**src/rtl/dpa_pkg.sv**
```systemverilog
package dpa_pkg;
  localparam int NPORT = 2;
  localparam int PL = 0;
  localparam int PR = 1;

  typedef enum logic {SIDE_L = 1'b0, SIDE_R = 1'b1} side_e;

  // Winner of a collision from tenure: a port already sitting on the
  // address keeps it; if both were, the previous winner keeps it; a fresh
  // tie goes to the left side.
  function automatic side_e pick_winner(input logic l_stay, input logic r_stay,
                                        input logic right_held);
    if (r_stay && (!l_stay || right_held)) return SIDE_R;
    return SIDE_L;
  endfunction

  // A write lands only when the port is enabled, writing and not blocked.
  function automatic logic write_lands(input logic en, input logic we, input logic blocked);
    return en && we && !blocked;
  endfunction
endpackage

```
**src/rtl/dpa_port_tracker.sv**
```systemverilog
module dpa_port_tracker #(
  parameter int AW = 14
) (
  input  logic          clk,
  input  logic          rst_n,
  input  logic          en,
  input  logic [AW-1:0] addr,
  output logic          stayed
);
  logic          prev_en;
  logic [AW-1:0] prev_addr;

  always_ff @(posedge clk or negedge rst_n) begin
    if (!rst_n) begin
      prev_en   <= 1'b0;
      prev_addr <= '0;
    end else begin
      prev_en   <= en;
      prev_addr <= addr;
    end
  end

  // Port held this address in the previous cycle and still does.
  assign stayed = en && prev_en && (prev_addr == addr);

  AST_STAY_AFTER_ACCESS: assert property (@(posedge clk) disable iff (!rst_n)
    (en && $past(en) && $stable(addr)) |-> stayed);
endmodule

```
**src/rtl/dpa_collision_arb.sv**
```systemverilog
module dpa_collision_arb
  import dpa_pkg::*;
#(
  parameter int AW = 14
) (
  input  logic          clk,
  input  logic          rst_n,
  input  logic          master,
  input  logic          en_l,
  input  logic          en_r,
  input  logic [AW-1:0] addr_l,
  input  logic [AW-1:0] addr_r,
  input  logic          stay_l,
  input  logic          stay_r,
  input  logic          ext_busy_l_n,
  input  logic          ext_busy_r_n,
  output logic          busy_l_n,
  output logic          busy_r_n,
  output logic          hit
);
  logic  right_held_q;
  side_e winner;
  logic  lose_l, lose_r;

  assign hit    = en_l && en_r && (addr_l == addr_r);
  assign winner = pick_winner(stay_l, stay_r, right_held_q);
  assign lose_l = master && hit && (winner == SIDE_R);
  assign lose_r = master && hit && (winner == SIDE_L);

  assign busy_l_n = master ? !lose_l : ext_busy_l_n;
  assign busy_r_n = master ? !lose_r : ext_busy_r_n;

  always_ff @(posedge clk or negedge rst_n) begin
    if (!rst_n) right_held_q <= 1'b0;
    else        right_held_q <= lose_l;
  end

  AST_BUSY_NEEDS_MATCH: assert property (@(posedge clk) disable iff (!rst_n)
    (master && (!busy_l_n || !busy_r_n)) |-> (en_l && en_r && addr_l == addr_r));
  AST_SINGLE_LOSER: assert property (@(posedge clk) disable iff (!rst_n)
    master |-> (busy_l_n || busy_r_n));
  AST_FRESH_TIE_LEFT: assert property (@(posedge clk) disable iff (!rst_n)
    (master && hit && !stay_l && !stay_r) |-> (busy_l_n && !busy_r_n));
  AST_HOLDER_KEEPS: assert property (@(posedge clk) disable iff (!rst_n)
    (master && hit && stay_r && !stay_l) |-> !busy_l_n);
  AST_WINNER_STICKS: assert property (@(posedge clk) disable iff (!rst_n)
    (master && hit && stay_l && stay_r && $past(master && !busy_l_n)) |-> !busy_l_n);
  AST_SLAVE_NO_ARB: assert property (@(posedge clk) disable iff (!rst_n)
    (!master && ext_busy_l_n && ext_busy_r_n) |-> (busy_l_n && busy_r_n));
endmodule

```
**src/rtl/dpa_mem.sv**
```systemverilog
module dpa_mem
  import dpa_pkg::*;
#(
  parameter int DW     = 8,
  parameter int MEM_AW = 8
) (
  input  logic                         clk,
  input  logic [NPORT-1:0]             en,
  input  logic [NPORT-1:0]             we,
  input  logic [NPORT-1:0]             blk,
  input  logic [NPORT-1:0][MEM_AW-1:0] idx,
  input  logic [NPORT-1:0][DW-1:0]     wdata,
  output logic [NPORT-1:0][DW-1:0]     rdata,
  output logic [NPORT-1:0]             wr_fire
);
  localparam int DEPTH = 1 << MEM_AW;

  logic [DW-1:0] store [DEPTH];

  for (genvar p = 0; p < NPORT; p++) begin : g_fire
    assign wr_fire[p] = write_lands(en[p], we[p], blk[p]);
  end

  // Higher index written first so the left port (index 0) lands last.
  always_ff @(posedge clk) begin
    for (int p = NPORT - 1; p >= 0; p--) begin
      if (wr_fire[p]) store[idx[p]] <= wdata[p];
    end
  end

  always_ff @(posedge clk) begin
    for (int p = 0; p < NPORT; p++) begin
      if (en[p]) rdata[p] <= store[idx[p]];
    end
  end
endmodule

```
**src/rtl/dpa_collision_arbiter.sv**
```systemverilog
module dpa_collision_arbiter
  import dpa_pkg::*;
#(
  parameter int AW     = 14,
  parameter int DW     = 8,
  parameter int MEM_AW = 8
) (
  input  logic          clk,
  input  logic          rst_n,
  input  logic          master_sel,
  input  logic          l_en,
  input  logic          l_we,
  input  logic [AW-1:0] l_addr,
  input  logic [DW-1:0] l_wdata,
  output logic [DW-1:0] l_rdata,
  output logic          l_busy_n,
  input  logic          l_busy_in_n,
  input  logic          r_en,
  input  logic          r_we,
  input  logic [AW-1:0] r_addr,
  input  logic [DW-1:0] r_wdata,
  output logic [DW-1:0] r_rdata,
  output logic          r_busy_n,
  input  logic          r_busy_in_n
);
  logic [NPORT-1:0]             en_v, we_v, stay_v, blk_v, fire_v;
  logic [NPORT-1:0][AW-1:0]     addr_v;
  logic [NPORT-1:0][MEM_AW-1:0] idx_v;
  logic [NPORT-1:0][DW-1:0]     wdata_v, rdata_v;
  logic                         same_word_hit;

  assign en_v    = {r_en, l_en};
  assign we_v    = {r_we, l_we};
  assign addr_v  = {r_addr, l_addr};
  assign wdata_v = {r_wdata, l_wdata};

  for (genvar p = 0; p < NPORT; p++) begin : g_port
    dpa_port_tracker #(.AW(AW)) u_track (
      .clk    (clk),
      .rst_n  (rst_n),
      .en     (en_v[p]),
      .addr   (addr_v[p]),
      .stayed (stay_v[p])
    );
    assign idx_v[p] = addr_v[p][MEM_AW-1:0];
  end

  dpa_collision_arb #(.AW(AW)) u_arb (
    .clk          (clk),
    .rst_n        (rst_n),
    .master       (master_sel),
    .en_l         (l_en),
    .en_r         (r_en),
    .addr_l       (l_addr),
    .addr_r       (r_addr),
    .stay_l       (stay_v[PL]),
    .stay_r       (stay_v[PR]),
    .ext_busy_l_n (l_busy_in_n),
    .ext_busy_r_n (r_busy_in_n),
    .busy_l_n     (l_busy_n),
    .busy_r_n     (r_busy_n),
    .hit          (same_word_hit)
  );

  assign blk_v = {!r_busy_n, !l_busy_n};

  dpa_mem #(.DW(DW), .MEM_AW(MEM_AW)) u_mem (
    .clk     (clk),
    .en      (en_v),
    .we      (we_v),
    .blk     (blk_v),
    .idx     (idx_v),
    .wdata   (wdata_v),
    .rdata   (rdata_v),
    .wr_fire (fire_v)
  );

  assign l_rdata = rdata_v[PL];
  assign r_rdata = rdata_v[PR];

  AST_NO_WRITE_LEFT_BUSY: assert property (@(posedge clk) disable iff (!rst_n)
    !l_busy_n |-> !fire_v[PL]);
  AST_NO_WRITE_RIGHT_BUSY: assert property (@(posedge clk) disable iff (!rst_n)
    !r_busy_n |-> !fire_v[PR]);
  AST_QUIET_WITHOUT_HIT: assert property (@(posedge clk) disable iff (!rst_n)
    (master_sel && !same_word_hit) |-> (l_busy_n && r_busy_n));
endmodule

```
**config.mk**
```make
export PLATFORM = sky130hd
export DESIGN_NAME = dpa_collision_arbiter
export DESIGN_NICKNAME = d
export VERILOG_FILES = /design/src/rtl/dpa_pkg.sv /design/src/rtl/dpa_port_tracker.sv /design/src/rtl/dpa_collision_arb.sv /design/src/rtl/dpa_mem.sv /design/src/rtl/dpa_collision_arbiter.sv
export SDC_FILE = /design/constraint.sdc
export NUM_CORES = 2
export LEC_CHECK = 0
export BUFFER_PORTS_ARGS = -buffer_cell sky130_fd_sc_hd__buf_2
export CAP_MARGIN = 10
export CORE_UTILIZATION = 25
export CTS_BUF_LIST = sky130_fd_sc_hd__clkbuf_8
export DETAILED_ROUTE_END_ITERATION = 8
export GPL_ROUTABILITY_DRIVEN = 0
export SETUP_SLACK_MARGIN = 0.2
export SYNTH_ARGS = -nofsm -noshare
export SYNTH_HDL_FRONTEND = slang
export SYNTH_SLANG_ARGS = --single-unit
```
**constraint.sdc**
```tcl
create_clock -name clk -period 7.2 [get_ports clk]
set_clock_uncertainty 0.1 [all_clocks]
set_input_delay 1.44 -clock clk [delete_from_list [all_inputs] [get_ports clk]]
set_output_delay 1.44 -clock clk [all_outputs]
set_load 0.05 [all_outputs]
```
Word-level counts from Yosys, hierarchy flattened
Memory sizes are Yosys's and may differ from the RTL's. A register that Yosys moved wholly into a read port is not among the register bits.
Cells that the tools add are included.
{ "op_classes": {"n_mux": 9, "eq_ne": 3, "bitwise": 1, "n_reduce_logical": 18} }
{ "ops": {"columns": ["operator", "count"], "rows": [
  ["$eq 14x14->1", 3],
  ["$logic_and 1x1->1", 14],
  ["$mux 1", 9],
  ["$logic_not 1->1", 3],
  ["$logic_or 1x1->1", 1],
  ["$not 1->1", 1]
]} }
{ "totals": {"register_bits": 31, "mem_bits_rw": 2048, "input_bits": 53, "out_inout_bits": 18, "memories": 1, "wordCells": 37} }
{ "mem_list": {"columns": ["name", "words", "width", "rd", "rd_ports_with_merged_regs", "wr", "line_no", "rtl"], "rows": [
  ["u_mem.store", 256, 8, 2, 2, 2, "dpa_mem.sv:18", "logic [DW-1:0] store [DEPTH];"]
]} }

Depth between registers and ports, before layout
{ "logic_depth": {"depth_word": 14, "ltp_mapped": 11, "depth_no_buf": 6} }

By module
A second synthesis with hierarchy kept.
{ "hier_totals": {"hier_cells": 7650, "area_unflattened_um2": 122376.1} }
{ "modules_own_cells": {"columns": ["mod", "instances", "cells_each", "area_per_inst_um2", "seq_area_each_um2"], "rows": [
  ["dpa_mem", 1, 7549, 121039.8, 61979.4],
  ["dpa_port_tracker", 2, 35, 539.3, 375.4],
  ["dpa_collision_arb", 1, 29, 250.2, 25.0],
  ["dpa_collision_arbiter", 1, 2, 7.5, 0.0]
]} }

Worst setup path after synthesis
No wires, ideal clock.
{ "synth_path": {"kind": "input -> output", "from": "in r_addr[4]", "to": "out r_busy_n", "arrival_ns": 3.196, "required_time_ns": 5.660, "path_slack_ns": 2.464, "n_path_buf": 2, "stages": 7, "cell_sequence": "clkbuf_1 -> xnor2_1 -> nand4_1 -> nor4_1 -> a21bo_2 -> clkbuf_1 -> and2_1"} }
{ "synth_via": {"elab_chain_cells": 9, "word_cells_on_any_way": 12, "classes_between": "eq/ne: 2; mux: 3; bitwise: 1; reduce/logical: 6"} }
{ "synth_lines": {"columns": ["element", "line_no", "rtl"], "rows": [
  ["from (decl)", "dpa_collision_arbiter.sv:20", "input logic [AW-1:0] r_addr,"],
  ["$eq 14x14->1", "dpa_port_tracker.sv:24", "assign stayed = en && prev_en && (prev_addr == addr);"],
  ["$logic_and 1x1->1", "dpa_port_tracker.sv:24", null],
  ["$logic_and 1x1->1", "dpa_pkg.sv:13", "if (r_stay && (!l_stay || right_held)) return SIDE_R;"],
  ["$mux 1", "dpa_pkg.sv:13", null],
  ["$mux 1", "dpa_pkg.sv:14", "return SIDE_L;"],
  ["$not 1->1", "dpa_collision_arb.sv:28", "assign lose_r = master && hit && (winner == SIDE_L);"],
  ["$logic_and 1x1->1 *", "dpa_collision_arb.sv:28", null],
  ["$logic_not 1->1 *", "dpa_collision_arb.sv:31", "assign busy_r_n = master ? !lose_r : ext_busy_r_n;"],
  ["$mux 1 *", "dpa_collision_arb.sv:31", null],
  ["to (decl)", "dpa_collision_arbiter.sv:23", "output logic r_busy_n,"]
]} }
Mark *: on every way between the ends. The rest lies on a longest branch, timed or not.

Final worst setup path
{ "layout_path": {"from": "in l_addr[0]", "to": "out l_busy_n"} }
{ "layout_via": {"elab_chain_cells": 10, "word_cells_on_any_way": 13, "classes_between": "eq/ne: 2; mux: 3; reduce/logical: 8"} }
{ "layout_lines": {"columns": ["element", "line_no", "rtl"], "rows": [
  ["from (decl)", "dpa_collision_arbiter.sv:13", "input logic [AW-1:0] l_addr,"],
  ["$eq 14x14->1", "dpa_port_tracker.sv:24", null],
  ["$logic_and 1x1->1", "dpa_port_tracker.sv:24", null],
  ["$logic_not 1->1", "dpa_pkg.sv:13", null],
  ["$logic_or 1x1->1", "dpa_pkg.sv:13", null],
  ["$logic_and 1x1->1", "dpa_pkg.sv:13", null],
  ["$mux 1", "dpa_pkg.sv:13", null],
  ["$mux 1", "dpa_pkg.sv:14", null],
  ["$logic_and 1x1->1 *", "dpa_collision_arb.sv:27", "assign lose_l = master && hit && (winner == SIDE_R);"],
  ["$logic_not 1->1 *", "dpa_collision_arb.sv:30", "assign busy_l_n = master ? !lose_l : ext_busy_l_n;"],
  ["$mux 1 *", "dpa_collision_arb.sv:30", null],
  ["to (decl)", "dpa_collision_arbiter.sv:16", "output logic l_busy_n,"]
]} }
Marks and branches as above.

==> reports/summary.log <==
[cts] Resize count post-CTS 0
[worst_setup_path] Crit. End Element output pin
[detailed_routing] WL met2 214000 um
[sta] number of slew-limit violations in the final report 0
[sta] post-layout min period 5970 ps
[floorplan] Total Die Area 502000 um^2
[floorplan] DIE WIDTH 708 um
[floorplan] die span in y 708 um
[yosys] Post-Synthesis Cells 7979
[cts] post-CTS setup buffer count 0
[global_route] remaining global-route overflow 0
[pwr] static leakage 43.8 nW
[place] Placed Cells incl. Taps 14200
[floorplan] number of placement rows 259
[detailed_routing] final WL 496000 um
[hold_path] type of the worst min-delay path input pin to asynchronous set/reset pin
[yosys] Ys Warns 0
[yosys] Avg Cell Area, Syn 15.6 um^2
[detailed_routing] average via count per standard cell 5.86
[cts] H-Tree Level Count 5
[place] PortBufs 70
[yosys] Post-Synth Adder-Cell Area 0%
[global_route] via count of the first global-routing pass 85900
[job] maximum capacitance violations 0
[cts] clock-pin slew on the worst setup and hold paths 60 ps
[detailed_routing] average wire per cell in the routed design 33.3 um
[final_layout] NumNets Final 7969
[worst_setup_path] category of the worst setup path launch point input pin
[sta] number of setup violations in the final report 0
[worst_setup_path] critical path class input pin to output pin
[floorplan] # IOs 71
[sta] Fmax achieved 167 MHz
[cts] total number of clock tree sinks 2095
[final_layout] area delta synth->final 13.3%
[worst_setup_path] Worst Reg2Reg Path Length in Cells 7
[global_route] maximum number of pins on one net before global-route repair 139
[cts] number of buffers inserted for hold repair after clock tree synthesis 0
[final_layout] layout cell share with drive strength beyond 1 52.6%
[cts] CTS tree yes
[yosys] Unique masters post-synth 50
[yosys] largest family of logic cells by synthesized area multiplexers
[detailed_routing] number of DRC markers in iteration 0 13700
[detailed_routing] number of iterations in the first detailed-routing pass 9
[yosys] largest cells by area after synthesis edfxtp_1 (50%), mux4_2 (18%), mux2_2 (18%), a22oi_1 (3.1%), clkbuf_1 (2.4%)
[detailed_routing] routed metal-1 wirelength 179000 um
[yosys] xor and xnor fraction of the mapped netlist area 0.295%
[pwr] Worst VDD drop 0.000141 V
[yosys] cell taking the most area after synthesis edfxtp_1
[floorplan] starting density of the core 25.1%
[pwr] Power per Cell Area 196 nW/um^2
[sta] max-slew headroom at the worst pin 8.55%
[worst_setup_path] Required @ worst endpoint 5660 ps
[yosys] synthesized flop and latch total 2095
[yosys] most frequently used flop master after synthesis edfxtp_1
[yosys] synthesized-area fraction occupied by ao, oa, aoi and oai cells 5.75%
[yosys] share of synthesized area occupied by flip-flops and latches 50.3%
[yosys] share of async-settable or async-resettable flops after synthesis 1.48%
[detailed_routing] total via count after detailed routing 87200
[detailed_routing] routed length on met3 68800 um
[yosys] top cells by instance count after synthesis edfxtp_1 (2064), mux2_2 (2045), mux4_2 (1024), clkbuf_1 (789), a22oi_1 (512)
[global_route] total routing resource utilization after global routing 18.9%
[yosys] Post-Synthesis Net Count 8032
[sta] portion of the clock cycle consumed by the worst path in the final layout 83.0%
[yosys] proportion of netlist area held by the largest area contributor 49.7%
[status] status complete, but fails checks
[detailed_routing] # DRC 60
[sta] total negative slack 0 ps
[yosys] simple-gate share of the synthesized area 3.59%
[status] failing checks design-rule violations
[cts] buffers from clock root to sink, at most 4
[detailed_routing] highest layer used for signal routing met5
[yosys] netlist area before placement 125000 um^2
[floorplan] Floorplan Core Area 497000 um^2
[worst_setup_path] arrival time of data at the critical path endpoint 4430 ps
[cts] number of CTS-inserted buffers 366
[cts] clock insertion delay at the later pin of the skew report 1150 ps
[sta] unrepaired setup endpoints after global routing false
[global_route] global-route wire length before repair 685000 um
[sta] number of hold violations in the final report 0
[sta] actual slew at the worst max-slew pin 1370 ps
[global_route] antenna violations before repair 30
[worst_setup_path] CP Max Fanout 58
[final_layout] count of placed standard cells in the final layout, fillers left out 14900
[yosys] number of flops mapped to enable cells by yosys 2064
[yosys] proportion of synthesized area in mux cells 37.0%
[place] post-detailed-placement half-perimeter wirelength 315000 um
[detailed_routing] residual antenna-violating net count after detailed routing 0
[yosys] most common cell in the synthesized netlist edfxtp_1
[cts] buffer cell driving the clock tree root clkbuf_8
-- cell families (layout without fill, tap and decap cells) --
logic type,Yosys count,in the layout
compound gates,1061,1061
xor+xnor,42,42
buf+inv,992,1204
flops,2095,2095
mux,3072,3072
other cells,0,26
simple gates,717,717
-- layout make-up --
cell class / count / area [um^2]
clock inverters: 270 / 1540
inverters: 4 / 15.0
repair buffers: 557 / 4670
well taps: 6655 / 8330
fillers: 49500 / 356000
flip-flops and latches: 2095 / 62800
multi-input cells: 4892 / 58900
clock buffers: 373 / 5130
diodes: 26 / 65.1
-- per-stage QoR --
| stage | power, mW | utilization (%) | area (um^2) | hold WS [ps] | setup slack [ps] |
|---|---|---|---|---|---|
| floorplan | 15.8 | - | 125000 | 500 | 2460 |
| global placement | 17.0 | 27.0 | 134000 | 628 | 639 |
| detailed placement | 17.1 | 27.0 | 135000 | 609 | 770 |
| CTS | 27.6 | 28.4 | 141000 | 240 | 1110 |
| global route | 28.2 | 28.4 | 141000 | 328 | 1030 |
| finish | 27.7 | 28.4 | 141000 | 303 | 1230 |
-- registers in the layout, summed over array words and instances, names as in the netlist --
name                      flops
u_mem.store                2048
u_mem.rdata                  16
g_port.u_track.prev_addr     28
g_port.u_track.prev_en        2
u_arb.right_held_q            1
-- metal layers --
metal  global-route usage, %  up-vias
met5                   0.135        -
met1                    23.6    45600
met2                    27.9     7001
met3                    7.17     1437
li1                        -    33100
met4                    11.0       30
-- final timing paths --
kind | end | start | slack (ps)
hold / removal | g_port[0].u_track.prev_addr[13]$_DFF_PN0_ | rst_n | 300
max in group asynchronous | g_port[1].u_track.prev_addr[5]$_DFF_PN0_ | rst_n | 6230
setup reg to reg | u_mem.store[187][3]$_DFFE_PP_ | g_port[0].u_track.prev_addr[1]$_DFF_PN0_ | 2430
setup / recovery | l_busy_n | l_addr[0] | 1230
min in group clk | g_port[1].u_track.prev_addr[11]$_DFF_PN0_ | r_addr[11] | 410
hold reg to reg | u_arb.right_held_q$_DFF_PN0_ | g_port[1].u_track.prev_addr[6]$_DFF_PN0_ | 640
-- critical path: stages --
cell and delay [ps]:
buf_8 550, xor2_1 200, nor4b_1 440, nand4_1 400, a31oi_4 920, buf_2 420
-- report_power, final --
| group | total [mW] | internal, mW | switching [mW] |
|---|---|---|---|
| Sequential | 13.5 | 13.4 | 0.0397 |
| Clock | 10.7 | 5.31 | 5.38 |
| Combinational | 3.49 | 1.25 | 2.24 |
| Total | 27.7 | 20.0 | 7.66 |
-- cells in the final DEF (no fill, tap or decap), types with 12 or more instances in the layout --
master,count
edfxtp_1,2064
mux2_2,2045
mux4_2,1024
a22oi_1,512
buf_4,422
clkbuf_8,373
a21oi_1,256
nand3_1,189
nor2_1,118
inv_1,104
nand2_1,102
clkinv_1,95
o21ai_0,93
buf_2,67
nand3_2,56
o31ai_1,49
nor4_1,47
o41ai_2,47
clkinv_2,40
buf_12,40
dfrtp_1,31
nand3b_1,28
o41ai_1,27
diode_2,26
nor4_4,26
xor2_1,24
o32ai_1,21
buf_8,21
o22ai_1,20
xnor2_1,18
nor3_2,16
nand3b_2,15
bufinv_16,14
nand4_1,13
or3_1,12
nor4_2,12
No activity file was read; power rests on OpenSTA's default activity.
